<file path="src/rtl/awg_pkg.sv">
package awg_pkg;

    localparam int IDX_W       = 5;
    localparam int REG_BASE0   = 0;
    localparam int REG_SIZE0   = 8;
    localparam int REG_ENABLE  = 16;
    localparam int REG_PROT0   = 20;
    localparam int REG_REMAP0  = 24;
    localparam int REG_CAUSE   = 28;
    localparam int REG_ERRADDR = 29;
    localparam int REG_ERRSEL  = 30;

    typedef enum logic [1:0] {
        PERM_NONE = 2'd0,
        PERM_RO   = 2'd1,
        PERM_RSVD = 2'd2,
        PERM_FULL = 2'd3
    } perm_e;

    typedef enum logic [2:0] {
        KIND_NONE   = 3'd0,
        KIND_MISS   = 3'd1,
        KIND_ACCESS = 3'd2,
        KIND_WRITE  = 3'd3
    } err_kind_e;

    typedef enum logic {
        LOCK_OPEN = 1'b0,
        LOCK_HELD = 1'b1
    } lock_state_e;

endpackage

</file>
<file path="src/rtl/awg_cfg_regs.sv">
module awg_cfg_regs
    import awg_pkg::*;
#(
    parameter int NUM_WIN   = 8,
    parameter int NUM_CH    = 4,
    parameter int NUM_REMAP = 4
) (
    input  logic                               clk,
    input  logic                               rst_n,
    input  logic                               wr_en,
    input  logic [IDX_W-1:0]                   idx,
    input  logic [31:0]                        wr_data,
    output logic [31:0]                        rd_data,
    output logic [NUM_WIN-1:0][15:0]           base_hi,
    output logic [NUM_WIN-1:0][15:0]           mask_hi,
    output logic [NUM_WIN-1:0][3:0]            tgt,
    output logic [NUM_WIN-1:0][7:0]            attr,
    output logic [NUM_WIN-1:0]                 win_en,
    output logic [NUM_CH-1:0][2*NUM_WIN-1:0]   prot,
    output logic [NUM_REMAP-1:0][31:0]         remap
);

    always_ff @(posedge clk) begin
        if (!rst_n) begin
            base_hi <= '0;
            mask_hi <= '0;
            tgt     <= '0;
            attr    <= '0;
            win_en  <= '0;
            prot    <= '0;
            remap   <= '0;
        end else if (wr_en) begin
            for (int w = 0; w < NUM_WIN; w++) begin
                if (idx == IDX_W'(REG_BASE0 + w)) begin
                    base_hi[w] <= wr_data[31:16];
                    attr[w]    <= wr_data[15:8];
                    tgt[w]     <= wr_data[3:0];
                end
                if (idx == IDX_W'(REG_SIZE0 + w)) begin
                    mask_hi[w] <= wr_data[31:16];
                end
            end
            if (idx == IDX_W'(REG_ENABLE)) begin
                win_en <= wr_data[NUM_WIN-1:0];
            end
            for (int c = 0; c < NUM_CH; c++) begin
                if (idx == IDX_W'(REG_PROT0 + c)) begin
                    prot[c] <= wr_data[2*NUM_WIN-1:0];
                end
            end
            for (int r = 0; r < NUM_REMAP; r++) begin
                if (idx == IDX_W'(REG_REMAP0 + r)) begin
                    remap[r] <= wr_data;
                end
            end
        end
    end

    always_comb begin
        rd_data = '0;
        for (int w = 0; w < NUM_WIN; w++) begin
            if (idx == IDX_W'(REG_BASE0 + w)) begin
                rd_data = {base_hi[w], attr[w], 4'b0000, tgt[w]};
            end
            if (idx == IDX_W'(REG_SIZE0 + w)) begin
                rd_data = {mask_hi[w], 16'h0000};
            end
        end
        if (idx == IDX_W'(REG_ENABLE)) begin
            rd_data = 32'(win_en);
        end
        for (int c = 0; c < NUM_CH; c++) begin
            if (idx == IDX_W'(REG_PROT0 + c)) begin
                rd_data = 32'(prot[c]);
            end
        end
        for (int r = 0; r < NUM_REMAP; r++) begin
            if (idx == IDX_W'(REG_REMAP0 + r)) begin
                rd_data = remap[r];
            end
        end
    end

endmodule

</file>
<file path="src/rtl/awg_window_match.sv">
module awg_window_match #(
    parameter int NUM_WIN = 8,
    localparam int WIN_W  = $clog2(NUM_WIN)
) (
    input  logic [15:0]                 addr_hi,
    input  logic [NUM_WIN-1:0][15:0]    base_hi,
    input  logic [NUM_WIN-1:0][15:0]    mask_hi,
    input  logic [NUM_WIN-1:0]          win_en,
    output logic                        hit,
    output logic [WIN_W-1:0]            win_idx
);

    logic [NUM_WIN-1:0] raw_hit;

    for (genvar w = 0; w < NUM_WIN; w++) begin : g_cmp
        assign raw_hit[w] = win_en[w] && ((addr_hi & ~mask_hi[w]) == base_hi[w]);
    end

    // Scan from the top so that the lowest matching window is the last one written.
    always_comb begin
        hit     = 1'b0;
        win_idx = '0;
        for (int w = NUM_WIN - 1; w >= 0; w--) begin
            if (raw_hit[w]) begin
                hit     = 1'b1;
                win_idx = WIN_W'(w);
            end
        end
    end

    always_comb begin
        if (hit) begin
            assert_lowest_wins_R4: assert (raw_hit[win_idx] &&
                ((raw_hit & ((NUM_WIN'(1) << win_idx) - NUM_WIN'(1))) == '0));
        end
    end

endmodule

</file>
<file path="src/rtl/awg_perm_check.sv">
module awg_perm_check
    import awg_pkg::*;
(
    input  logic  hit,
    input  perm_e code,
    input  logic  is_write,
    output logic  grant,
    output logic  acc_viol,
    output logic  wr_viol
);

    always_comb begin
        grant    = 1'b0;
        acc_viol = 1'b0;
        wr_viol  = 1'b0;
        unique case (code)
            PERM_FULL: grant = hit;
            PERM_RO: begin
                if (is_write) wr_viol = hit;
                else          grant   = hit;
            end
            PERM_NONE, PERM_RSVD: acc_viol = hit;
        endcase
    end

    always_comb begin
        assert_single_viol_R8: assert (!(acc_viol && wr_viol) && !(grant && (acc_viol || wr_viol)));
    end

endmodule

</file>
<file path="src/rtl/awg_err_log.sv">
module awg_err_log
    import awg_pkg::*;
#(
    parameter int NUM_CH = 4,
    localparam int CH_W  = $clog2(NUM_CH),
    localparam int SEL_W = CH_W + 3,
    localparam int CAU_W = 8 * NUM_CH
) (
    input  logic              clk,
    input  logic              rst_n,
    input  logic              ev_valid,
    input  err_kind_e         ev_kind,
    input  logic [CH_W-1:0]   ev_chan,
    input  logic [31:0]       ev_addr,
    input  logic              release_req,
    input  logic              cause_wr,
    input  logic [CAU_W-1:0]  cause_clr,
    output logic [31:0]       err_addr,
    output logic [SEL_W-1:0]  err_sel,
    output logic [CAU_W-1:0]  cause,
    output logic              locked
);

    lock_state_e state_q, state_d;
    logic        capture;
    logic [CAU_W-1:0] set_vec;

    always_ff @(posedge clk) begin
        if (!rst_n) state_q <= LOCK_OPEN;
        else        state_q <= state_d;
    end

    always_comb begin
        state_d = state_q;
        capture = 1'b0;
        unique case (state_q)
            LOCK_OPEN: begin
                if (ev_valid && !release_req) begin
                    capture = 1'b1;
                    state_d = LOCK_HELD;
                end
            end
            LOCK_HELD: begin
                if (release_req) state_d = LOCK_OPEN;
            end
        endcase
    end

    assign locked = (state_q == LOCK_HELD);

    always_ff @(posedge clk) begin
        if (!rst_n) begin
            err_addr <= '0;
            err_sel  <= '0;
        end else if (capture) begin
            err_addr <= ev_addr;
            err_sel  <= {ev_chan, ev_kind};
        end
    end

    always_comb begin
        set_vec = '0;
        if (ev_valid) begin
            set_vec[8 * int'(ev_chan) + int'(ev_kind)] = 1'b1;
        end
    end

    always_ff @(posedge clk) begin
        if (!rst_n) cause <= '0;
        else        cause <= (cause & ~(cause_wr ? cause_clr : '0)) | set_vec;
    end

    assert_lock_stable_R11: assert property (@(posedge clk) disable iff (!rst_n)
        (locked && !release_req) |=> ($stable(err_addr) && $stable(err_sel)));

    assert_capture_kind_R10: assert property (@(posedge clk) disable iff (!rst_n)
        $rose(locked) |-> (err_sel[2:0] != 3'd0 && err_sel[2:0] < 3'd4));

    assert_cause_sticky_R12: assert property (@(posedge clk) disable iff (!rst_n)
        ev_valid |=> (cause != '0));

endmodule

</file>
<file path="src/rtl/addr_window_guard.sv">
module addr_window_guard
    import awg_pkg::*;
#(
    parameter int NUM_WIN   = 8,
    parameter int NUM_CH    = 4,
    parameter int NUM_REMAP = 4,
    localparam int WIN_W    = $clog2(NUM_WIN),
    localparam int CH_W     = $clog2(NUM_CH)
) (
    input  logic               clk,
    input  logic               rst_n,
    input  logic               reg_wr,
    input  logic [4:0]         reg_idx,
    input  logic [31:0]        reg_wdata,
    output logic [31:0]        reg_rdata,
    input  logic               req_valid,
    input  logic               req_write,
    input  logic [CH_W-1:0]    req_chan,
    input  logic [31:0]        req_addr,
    output logic               rsp_valid,
    output logic               rsp_grant,
    output logic               rsp_miss,
    output logic               rsp_acc_viol,
    output logic               rsp_wr_viol,
    output logic [WIN_W-1:0]   rsp_win,
    output logic [3:0]         rsp_target,
    output logic [7:0]         rsp_attr,
    output logic [63:0]        rsp_addr
);

    localparam int SEL_W = CH_W + 3;
    localparam int CAU_W = 8 * NUM_CH;

    logic [31:0]                      cfg_rdata;
    logic [NUM_WIN-1:0][15:0]         base_hi, mask_hi;
    logic [NUM_WIN-1:0][3:0]          tgt;
    logic [NUM_WIN-1:0][7:0]          attr;
    logic [NUM_WIN-1:0]               win_en;
    logic [NUM_CH-1:0][2*NUM_WIN-1:0] prot;
    logic [NUM_REMAP-1:0][31:0]       remap;
    logic [NUM_WIN-1:0][31:0]         hi_tab;

    logic             hit;
    logic [WIN_W-1:0] win_idx;
    logic             grant, acc_viol, wr_viol;
    perm_e            code;
    err_kind_e        kind;

    logic [31:0]      err_addr;
    logic [SEL_W-1:0] err_sel;
    logic [CAU_W-1:0] cause;
    logic             locked;

    awg_cfg_regs #(.NUM_WIN(NUM_WIN), .NUM_CH(NUM_CH), .NUM_REMAP(NUM_REMAP)) u_cfg (
        .clk     (clk),
        .rst_n   (rst_n),
        .wr_en   (reg_wr),
        .idx     (reg_idx),
        .wr_data (reg_wdata),
        .rd_data (cfg_rdata),
        .base_hi (base_hi),
        .mask_hi (mask_hi),
        .tgt     (tgt),
        .attr    (attr),
        .win_en  (win_en),
        .prot    (prot),
        .remap   (remap)
    );

    awg_window_match #(.NUM_WIN(NUM_WIN)) u_match (
        .addr_hi (req_addr[31:16]),
        .base_hi (base_hi),
        .mask_hi (mask_hi),
        .win_en  (win_en),
        .hit     (hit),
        .win_idx (win_idx)
    );

    assign code = perm_e'(prot[req_chan][2*win_idx +: 2]);

    awg_perm_check u_perm (
        .hit      (hit),
        .code     (code),
        .is_write (req_write),
        .grant    (grant),
        .acc_viol (acc_viol),
        .wr_viol  (wr_viol)
    );

    // Only the low windows own a remap register; the rest send a zero upper half.
    for (genvar w = 0; w < NUM_WIN; w++) begin : g_hi
        if (w < NUM_REMAP) begin : g_map
            assign hi_tab[w] = remap[w];
        end else begin : g_zero
            assign hi_tab[w] = '0;
        end
    end

    always_comb begin
        if (!hit)          kind = KIND_MISS;
        else if (acc_viol) kind = KIND_ACCESS;
        else if (wr_viol)  kind = KIND_WRITE;
        else               kind = KIND_NONE;
    end

    awg_err_log #(.NUM_CH(NUM_CH)) u_log (
        .clk         (clk),
        .rst_n       (rst_n),
        .ev_valid    (req_valid && (kind != KIND_NONE)),
        .ev_kind     (kind),
        .ev_chan     (req_chan),
        .ev_addr     (req_addr),
        .release_req (reg_wr && (reg_idx == IDX_W'(REG_ERRSEL))),
        .cause_wr    (reg_wr && (reg_idx == IDX_W'(REG_CAUSE))),
        .cause_clr   (reg_wdata[CAU_W-1:0]),
        .err_addr    (err_addr),
        .err_sel     (err_sel),
        .cause       (cause),
        .locked      (locked)
    );

    always_ff @(posedge clk) begin
        if (!rst_n || !req_valid) begin
            rsp_valid    <= 1'b0;
            rsp_grant    <= 1'b0;
            rsp_miss     <= 1'b0;
            rsp_acc_viol <= 1'b0;
            rsp_wr_viol  <= 1'b0;
            rsp_win      <= '0;
            rsp_target   <= '0;
            rsp_attr     <= '0;
            rsp_addr     <= '0;
        end else begin
            rsp_valid    <= 1'b1;
            rsp_grant    <= grant;
            rsp_miss     <= !hit;
            rsp_acc_viol <= acc_viol;
            rsp_wr_viol  <= wr_viol;
            rsp_win      <= hit ? win_idx : '0;
            rsp_target   <= hit ? tgt[win_idx] : '0;
            rsp_attr     <= hit ? attr[win_idx] : '0;
            rsp_addr     <= {(hit ? hi_tab[win_idx] : 32'h0), req_addr};
        end
    end

    always_comb begin
        if (reg_idx == IDX_W'(REG_CAUSE))        reg_rdata = 32'(cause);
        else if (reg_idx == IDX_W'(REG_ERRADDR)) reg_rdata = err_addr;
        else if (reg_idx == IDX_W'(REG_ERRSEL))  reg_rdata = {locked, 31'(err_sel)};
        else                                     reg_rdata = cfg_rdata;
    end

    assert_one_outcome_R9: assert property (@(posedge clk) disable iff (!rst_n)
        rsp_valid |-> ($countones({rsp_grant, rsp_miss, rsp_acc_viol, rsp_wr_viol}) == 1));

    assert_idle_quiet_R13: assert property (@(posedge clk) disable iff (!rst_n)
        !rsp_valid |-> !(rsp_grant || rsp_miss || rsp_acc_viol || rsp_wr_viol));

    assert_miss_zero_R7: assert property (@(posedge clk) disable iff (!rst_n)
        (rsp_valid && rsp_miss) |-> (rsp_target == '0 && rsp_attr == '0 && rsp_addr[63:32] == '0));

    assert_remap_limit_R6: assert property (@(posedge clk) disable iff (!rst_n)
        (rsp_valid && int'(rsp_win) >= NUM_REMAP) |-> (rsp_addr[63:32] == '0));

    assert_addr_pass_R6: assert property (@(posedge clk) disable iff (!rst_n)
        req_valid |=> (rsp_addr[31:0] == $past(req_addr)));

endmodule

</file>
<file path="config.mk">
export PLATFORM = sky130hd
export DESIGN_NAME = addr_window_guard
export DESIGN_NICKNAME = d
export VERILOG_FILES = /design/src/rtl/awg_pkg.sv /design/src/rtl/awg_cfg_regs.sv /design/src/rtl/awg_window_match.sv /design/src/rtl/awg_perm_check.sv /design/src/rtl/awg_err_log.sv /design/src/rtl/addr_window_guard.sv
export SDC_FILE = /design/constraint.sdc
export NUM_CORES = 2
export LEC_CHECK = 0
export ABC_AREA = 1
export BUFFER_PORTS_ARGS = -buffer_cell sky130_fd_sc_hd__buf_2
export CORE_MARGIN = 2
export CORE_UTILIZATION = 43
export DETAILED_ROUTE_END_ITERATION = 12
export GPL_TIMING_DRIVEN = 1
export HOLD_SLACK_MARGIN = 0.03
export PLACE_DENSITY = 0.71
export SLEW_MARGIN = 0
export SYNTH_ARGS = -nofsm -noshare
export SYNTH_HDL_FRONTEND = slang
export SYNTH_SLANG_ARGS = --single-unit
</file>
<file path="constraint.sdc">
create_clock -name clk -period 3.6 [get_ports clk]
set_clock_uncertainty 0.1 [all_clocks]
set_input_delay 0.72 -clock clk [delete_from_list [all_inputs] [get_ports clk]]
set_output_delay 0.72 -clock clk [all_outputs]
set_load 0.02 [all_outputs]
</file>
==> After elaboration in Yosys (flattened, before gate mapping) <==
Index checks and enable logic that the tools add are counted.
{ "op_classes": {"reduce_logical": 48, "bitwise": 21, "order_cmp": 4, "eq_ne": 38, "add_sub_neg": 1, "shifts": 1, "n_mux": 69} }
{ "ops": {"columns": ["cell", "n"], "rows": [
  ["$mux 32", 31],
  ["$and 16x16->16", 8],
  ["$eq 16x16->1", 8],
  ["$not 16->16", 8],
  ["$bmux 32 s3", 1],
  ["$eq 5x5->1 const B", 12],
  ["$reduce_and 2->1", 25],
  ["$eq 5x4->1 const B", 8],
  ["$and 32x32->32", 1],
  ["$bmux 16 s2", 1],
  ["$ge 32x1->1 const B", 1],
  ["$lt 32x7->1 const B", 1],
  ["$not 32->32", 1],
  ["$or 32x32->32", 1],
  ["$bmux 8 s3", 1],
  ["$mux 3", 8],
  ["$eq 5x3->1 const B", 4],
  ["$mux 1", 17],
  ["$mux 16", 1],
  ["$shiftx 16x5->2", 1],
  ["$logic_and 1x1->1", 13],
  ["$bmux 4 s3", 1],
  ["$eq 5x2->1 const B", 2],
  ["$mux 8", 1],
  ["17 further kinds", 26]
]} }
{ "word_totals": {"out_inout_bits": 116, "register_bits": 706, "inputBits": 76} }

==> Depth between registers and ports, before layout <==
{ "depth": {"ltp_word": 29, "ltp_mapped": 29, "depth_no_buf": 27} }

==> Cells and area by module <==
A second synthesis with hierarchy kept.
{ "hier_totals": {"cells_unflattened": 5314, "hier_area_um2": 34728.3} }
{ "modules_own_cells": {"columns": ["module", "seq_area_each_um2", "instances", "area_each_um2", "cells_each"], "rows": [
  ["awg_cfg_regs", 11050.6, 1, 23919.2, 3485],
  ["addr_window_guard", 1681.6, 1, 5408.9, 918],
  ["awg_err_log", 1401.3, 1, 2798.9, 364],
  ["awg_window_match", 0.0, 1, 2570.0, 540],
  ["awg_perm_check", 0.0, 1, 31.3, 7]
]} }

==> Least setup slack after synthesis <==
OpenSTA, ideal clock, no wires.
{ "synth_timing": {"path_kind": "in2out", "from": "input port reg_idx[2]", "to": "output port reg_rdata[1]", "arrival_ns": 2.862, "slack_ns": -0.082, "path_stages": 16, "required_ns": 2.780, "path_cell_list": "clkbuf_1 > nor2_1 > nand3_1 > clkbuf_1 > buf_2 > o22ai_1 > a21oi_1 > o2111ai_1 > a221oi_1 > nand3_1 > a21oi_1 > nand3_1 > nor2_1 > nand3_1 > nor2_1 > nand4_1"} }
{ "synth_via": {"elab_chain_len": 29, "word_cells_on_any_way": 56, "classes_between": "eq/ne (27); mux (28); reduce/logical (1)"} }
{ "synth_rtl": {"columns": ["element", "line_no", "text"], "rows": [
  ["from (decl)", "addr_window_guard.sv:13", "input logic [4:0] reg_idx,"],
  ["$logic_not 5->1", "awg_cfg_regs.sv:62", "if (idx == IDX_W'(REG_BASE0 + w)) begin"],
  ["$mux 32", "awg_cfg_regs.sv:62", null],
  ["$mux 32", "awg_cfg_regs.sv:65", "if (idx == IDX_W'(REG_SIZE0 + w)) begin"],
  ["$mux 32", "awg_cfg_regs.sv:62", null],
  ["$mux 32", "awg_cfg_regs.sv:65", null],
  ["$mux 32", "awg_cfg_regs.sv:62", null],
  ["$mux 32", "awg_cfg_regs.sv:65", null],
  ["$mux 32", "awg_cfg_regs.sv:62", null],
  ["[... 7 more ...]", null, null],
  ["$mux 32", "awg_cfg_regs.sv:62", null],
  ["$mux 32", "awg_cfg_regs.sv:65", null],
  ["$mux 32", "awg_cfg_regs.sv:69", "if (idx == IDX_W'(REG_ENABLE)) begin"],
  ["$mux 32 (4 in series)", "awg_cfg_regs.sv:73", "if (idx == IDX_W'(REG_PROT0 + c)) begin"],
  ["$mux 32 (4 in series)", "awg_cfg_regs.sv:78", "if (idx == IDX_W'(REG_REMAP0 + r)) begin"],
  ["$mux 32", "addr_window_guard.sv:149", "else if (reg_idx == IDX_W'(REG_ERRSEL)) reg_rdata = {locked, 31'(err_sel)};"],
  ["$mux 32", "addr_window_guard.sv:148", "else if (reg_idx == IDX_W'(REG_ERRADDR)) reg_rdata = err_addr;"],
  ["$mux 32 (*)", "addr_window_guard.sv:147", "if (reg_idx == IDX_W'(REG_CAUSE)) reg_rdata = 32'(cause);"],
  ["to (decl)", "addr_window_guard.sv:15", "output logic [31:0] reg_rdata,"]
]} }
Mark *: on every way between the ends. The rest lies on a longest branch, timed or not.

==> Worst setup path after layout <==
{ "layout_timing": {"from": "input port reg_idx[0]", "to": "output port reg_rdata[3]"} }
The elaborated chain is that of the path after synthesis.

==> impl_metrics.json <==
{
  "status": "complete, but fails checks",
  "violations": "negative setup slack",
  "setup_ws_ps": -423.7,
  "cts_tree": "yes",
  "r2r_setup_slack_ps": 210,
  "multi_input_area_sq_um": 17620,
  "ys_seq_area_share_pct": 41.62,
  "drtAntennaViolNets": 0,
  "hp-class": "in -> reg",
  "layout.cells.non_filler": 6556,
  "hold_buffers": 0,
  "pin_count": 192,
  "endpoint_kind": "primary output",
  "maxCapViolations": 0,
  "synthTopCellsByArea": "dfxtp_1 42%, o21ai_0 11%, a21oi_1 11%",
  "p_int_mw": 13.48,
  "gr-usage-all-layers_pct": 33.21,
  "vias_per_cell": 5.810,
  "required_ps": 2780,
  "clkTransAtPathRegs_ps": 60,
  "seqCellArea_sq_um": 14110,
  "worst_pin_slew_ps": 877.6,
  "yosys.area.top_type": "dfxtp_1",
  "r2r-start": "u_cfg.mask_hi[119]$_SDFFE_PN0P_",
  "avgSynthCellArea_sq_um": 6.802,
  "rr_endpoint": "u_log.err_addr[11]$_SDFFE_PN0P_",
  "arrival_ps": 3200,
  "ys_seq_elements": 705,
  "r2r_cells": 23,
  "rsz0062_at_grt": "yes",
  "power.switching_mw": 4.859,
  "hold_viol": 0,
  "die-area_sq_um": 81120,
  "ys.flop_type": "dfxtp_1",
  "startpoint": "reg_idx[0]",
  "io_buffer_count": 191,
  "timing.final.crit_share_pct": 111.8,
  "via_count": 38092,
  "yosys.area.top_type_share_pct": 41.62,
  "wire_per_inst_um": 21.78,
  "core-area_sq_um": 77720,
  "die_width_um": 284.8,
  "p_per_area_nw_per_um2": 416.7,
  "antenna_found_initial": 4,
  "postRouteWirelength_mm": 142.8,
  "grt_pass1_vias": 34899,
  "root_buffer": "clkbuf_16",
  "ir_drop_v": 0.0003608,
  "cts.sinks": 705,
  "final-setup-viol-count": 31,
  "drtIter0Drc": 5305,
  "clk_latency_ps": 650,
  "crit_end": "reg_rdata[3]",
  "cp-start-kind": "input port",
  "synth_edf_count": 0,
  "swShare_pct": 26.50,
  "syn_area_sq_um": 33910,
  "cellLeakagePower_nw": 17.94,
  "max_freq_ghz": 0.2485,
  "path_max_fanout": 4,
  "fin_nets": 5527,
  "postLayoutCoreUtil_pct": 56.62,
  "clockBufferDepth": 3,
  "power_frac_clock_pct": 45.7,
  "num-fill-cells": 7140,
  "worst-setup-path-type": "in -> out",
  "row_count": 102,
  "gp_congestion": 1.023,
  "syn_inst": 4985,
  "start_util_pct": 43.63,
  "dieHeight_um": 284.8,
  "cts_htree_levels": 3,
  "hpwl_mm": 99.71,
  "comb_power_share_pct": 10.5,
  "synth_nets": 5061,
  "yosys_warnings": 0,
  "overflow": 0,
  "slew_headroom_pct": 41.43,
  "grt_pass1_wl_mm": 210.1,
  "period_minus_slack_ps": 4024,
  "maxSlewViolCount": 0,
  "drive_above_1_share_pct": 20.75,
  "synth-async-reset-ratio_pct": 0,
  "cts_inserted_buffers": 79,
  "grt_max_degree": 139,
  "pwr-share-seq_pct": 43.7,
  "ys_types": 44,
  "route.detailed.drc": 0,
  "dp.cells": 6361,
  "first_pass_iters": 8,
  "area_delta_synth_final_pct": 29.78
}
[synth_stat cells, types with 2 or more instances]
library cell	number
dfxtp_1	705
o22ai_1	81
inv_2	6
nand4_1	92
or2_2	18
xor2_1	27
nand3_1	195
nor3_1	55
o2111ai_1	23
a21oi_1	737
nand2_2	3
xnor2_1	9
buf_2	14
clkinv_1	18
and2_1	2
nand2b_1	2
clkbuf_1	298
a22oi_1	2
nor2_1	472
a221oi_1	36
inv_1	552
a21o_1	12
o221ai_1	4
o21ai_2	2
buf_6	6
nor4_1	17
nand2_1	702
o21ai_1	20
o21ai_0	773
a211oi_1	22
nor2_2	2
buf_4	15
o211ai_1	19
nand3b_1	21
buf_1	14
[layer usage]
layer,up-vias,track usage [%],wire length (um)
met1,17604,43.88,56250
met2,2333,51.78,62740
met3,496,6.664,15920
met5,-,0,34
li1,17653,-,-
met4,6,16.14,7864
[timing repair]
item,in CTS,in global routing
buffers inserted,19,30
gates resized for setup,313,195
gates cloned,6,3
setup endpoints to repair,32,67
pin swaps,86,137
[registers in the layout (all words and copies together), names as in the netlist]
register        flops
u_cfg.base_hi     128
u_cfg.mask_hi     128
u_cfg.remap       128
rsp_addr           64
u_cfg.attr         64
u_cfg.prot         64
u_cfg.tgt          32
u_log.cause        32
u_log.err_addr     32
rsp_attr            8
u_cfg.win_en        8
rsp_target          4
u_log.err_sel       4
rsp_win             3
rsp_acc_viol        1
rsp_grant           1
rsp_miss            1
rsp_valid           1
rsp_wr_viol         1
u_log.locked        1
[cell type report]
| cell class | instances | area share, % |
|---|---|---|
| antenna | 2 | 0.01137 |
| clock buffer | 107 | 5.052 |
| clock inverter | 37 | 1.006 |
| inverter | 576 | 5.069 |
| multi-input combinational | 3357 | 40.03 |
| sequential | 705 | 32.07 |
| tap | 1040 | 2.957 |
| timing repair buffer | 732 | 13.81 |
[logic make-up after synthesis]
| logic type | synth area share (%) |
|---|---|
| flops | 41.62 |
| xor+xnor | 0.9298 |
| simple gates | 19.81 |
| compound gates | 27.07 |
| buf+inv | 10.57 |
[worst max-delay path, cell delays in order]
cell and delay (ps):
buf_12 110, clkinv_8 40, nor2_4 30, buf_6 120
nand3_4 150, buf_12 140, buf_6 100, o22ai_4 60
a21oi_2 150, o2111ai_2 170, a21oi_2 150, o2111ai_2 190
a21oi_2 180, nand4_1 180, o21ai_1 140, nand3_1 90
nor2_1 100, nand4_1 160, buf_4 200
[worst min-delay path by stage]
stage                                    start                          to  slack [ps]  cells past startpoint
floorplan           u_log.cause[12]$_SDFF_PN0_  u_log.cause[12]$_SDFF_PN0_         310                      2
global route                       req_addr[5]      rsp_addr[5]$_SDFF_PN0_         200                      3
detailed placement  u_log.cause[23]$_SDFF_PN0_  u_log.cause[23]$_SDFF_PN0_         320                      2
global placement    u_log.cause[28]$_SDFF_PN0_  u_log.cause[28]$_SDFF_PN0_         320                      2
finish                             req_addr[5]      rsp_addr[5]$_SDFF_PN0_         200                      3
CTS                                req_addr[5]      rsp_addr[5]$_SDFF_PN0_         190                      3
[placed cells by master, fill, tap and decap left out, types with 22 or more instances in the layout]
cell type	n
nor3_1	52
a221oi_1	22
nand4_1	92
nand3_2	22
buf_4	459
buf_6	62
nand2_1	674
clkbuf_16	83
o22ai_2	29
o21ai_0	697
nor2_1	436
buf_2	153
nand2_2	27
o21ai_1	67
o22ai_1	40
buf_12	43
dfxtp_1	705
nand3_1	170
inv_1	541
nor2_2	25
xor2_1	26
a21oi_1	717
o21ai_2	30
[power groups by stage]
stage / Combinational, mW / Sequential (mW) / Clock [mW]
after floorplan: 0.900 / 8.18 / 0
after global placement: 1.69 / 8.18 / 0
after detailed placement: 1.70 / 8.18 / 0
after CTS: 1.80 / 8.01 / 8.43
after global routing: 2.05 / 8.02 / 8.73
final: 1.93 / 8.02 / 8.39
[per-stage QoR]
step                TNS [ps]  hold WS [ps]  power (mW)  cell area, sq um  setup WS (ps)
floorplan                  0         312.0       9.076             33910          34.32
global placement      -33780         321.2       9.863             38940         -654.1
detailed placement    -35690         322.3       9.877             38940         -695.0
CTS                    -7195         185.8       18.25             42940         -330.1
global route          -11900         205.0       18.81             44000         -470.2
finish                 -9019         204.4       18.34             44010         -423.7
(Power assumes the default switching activity.)
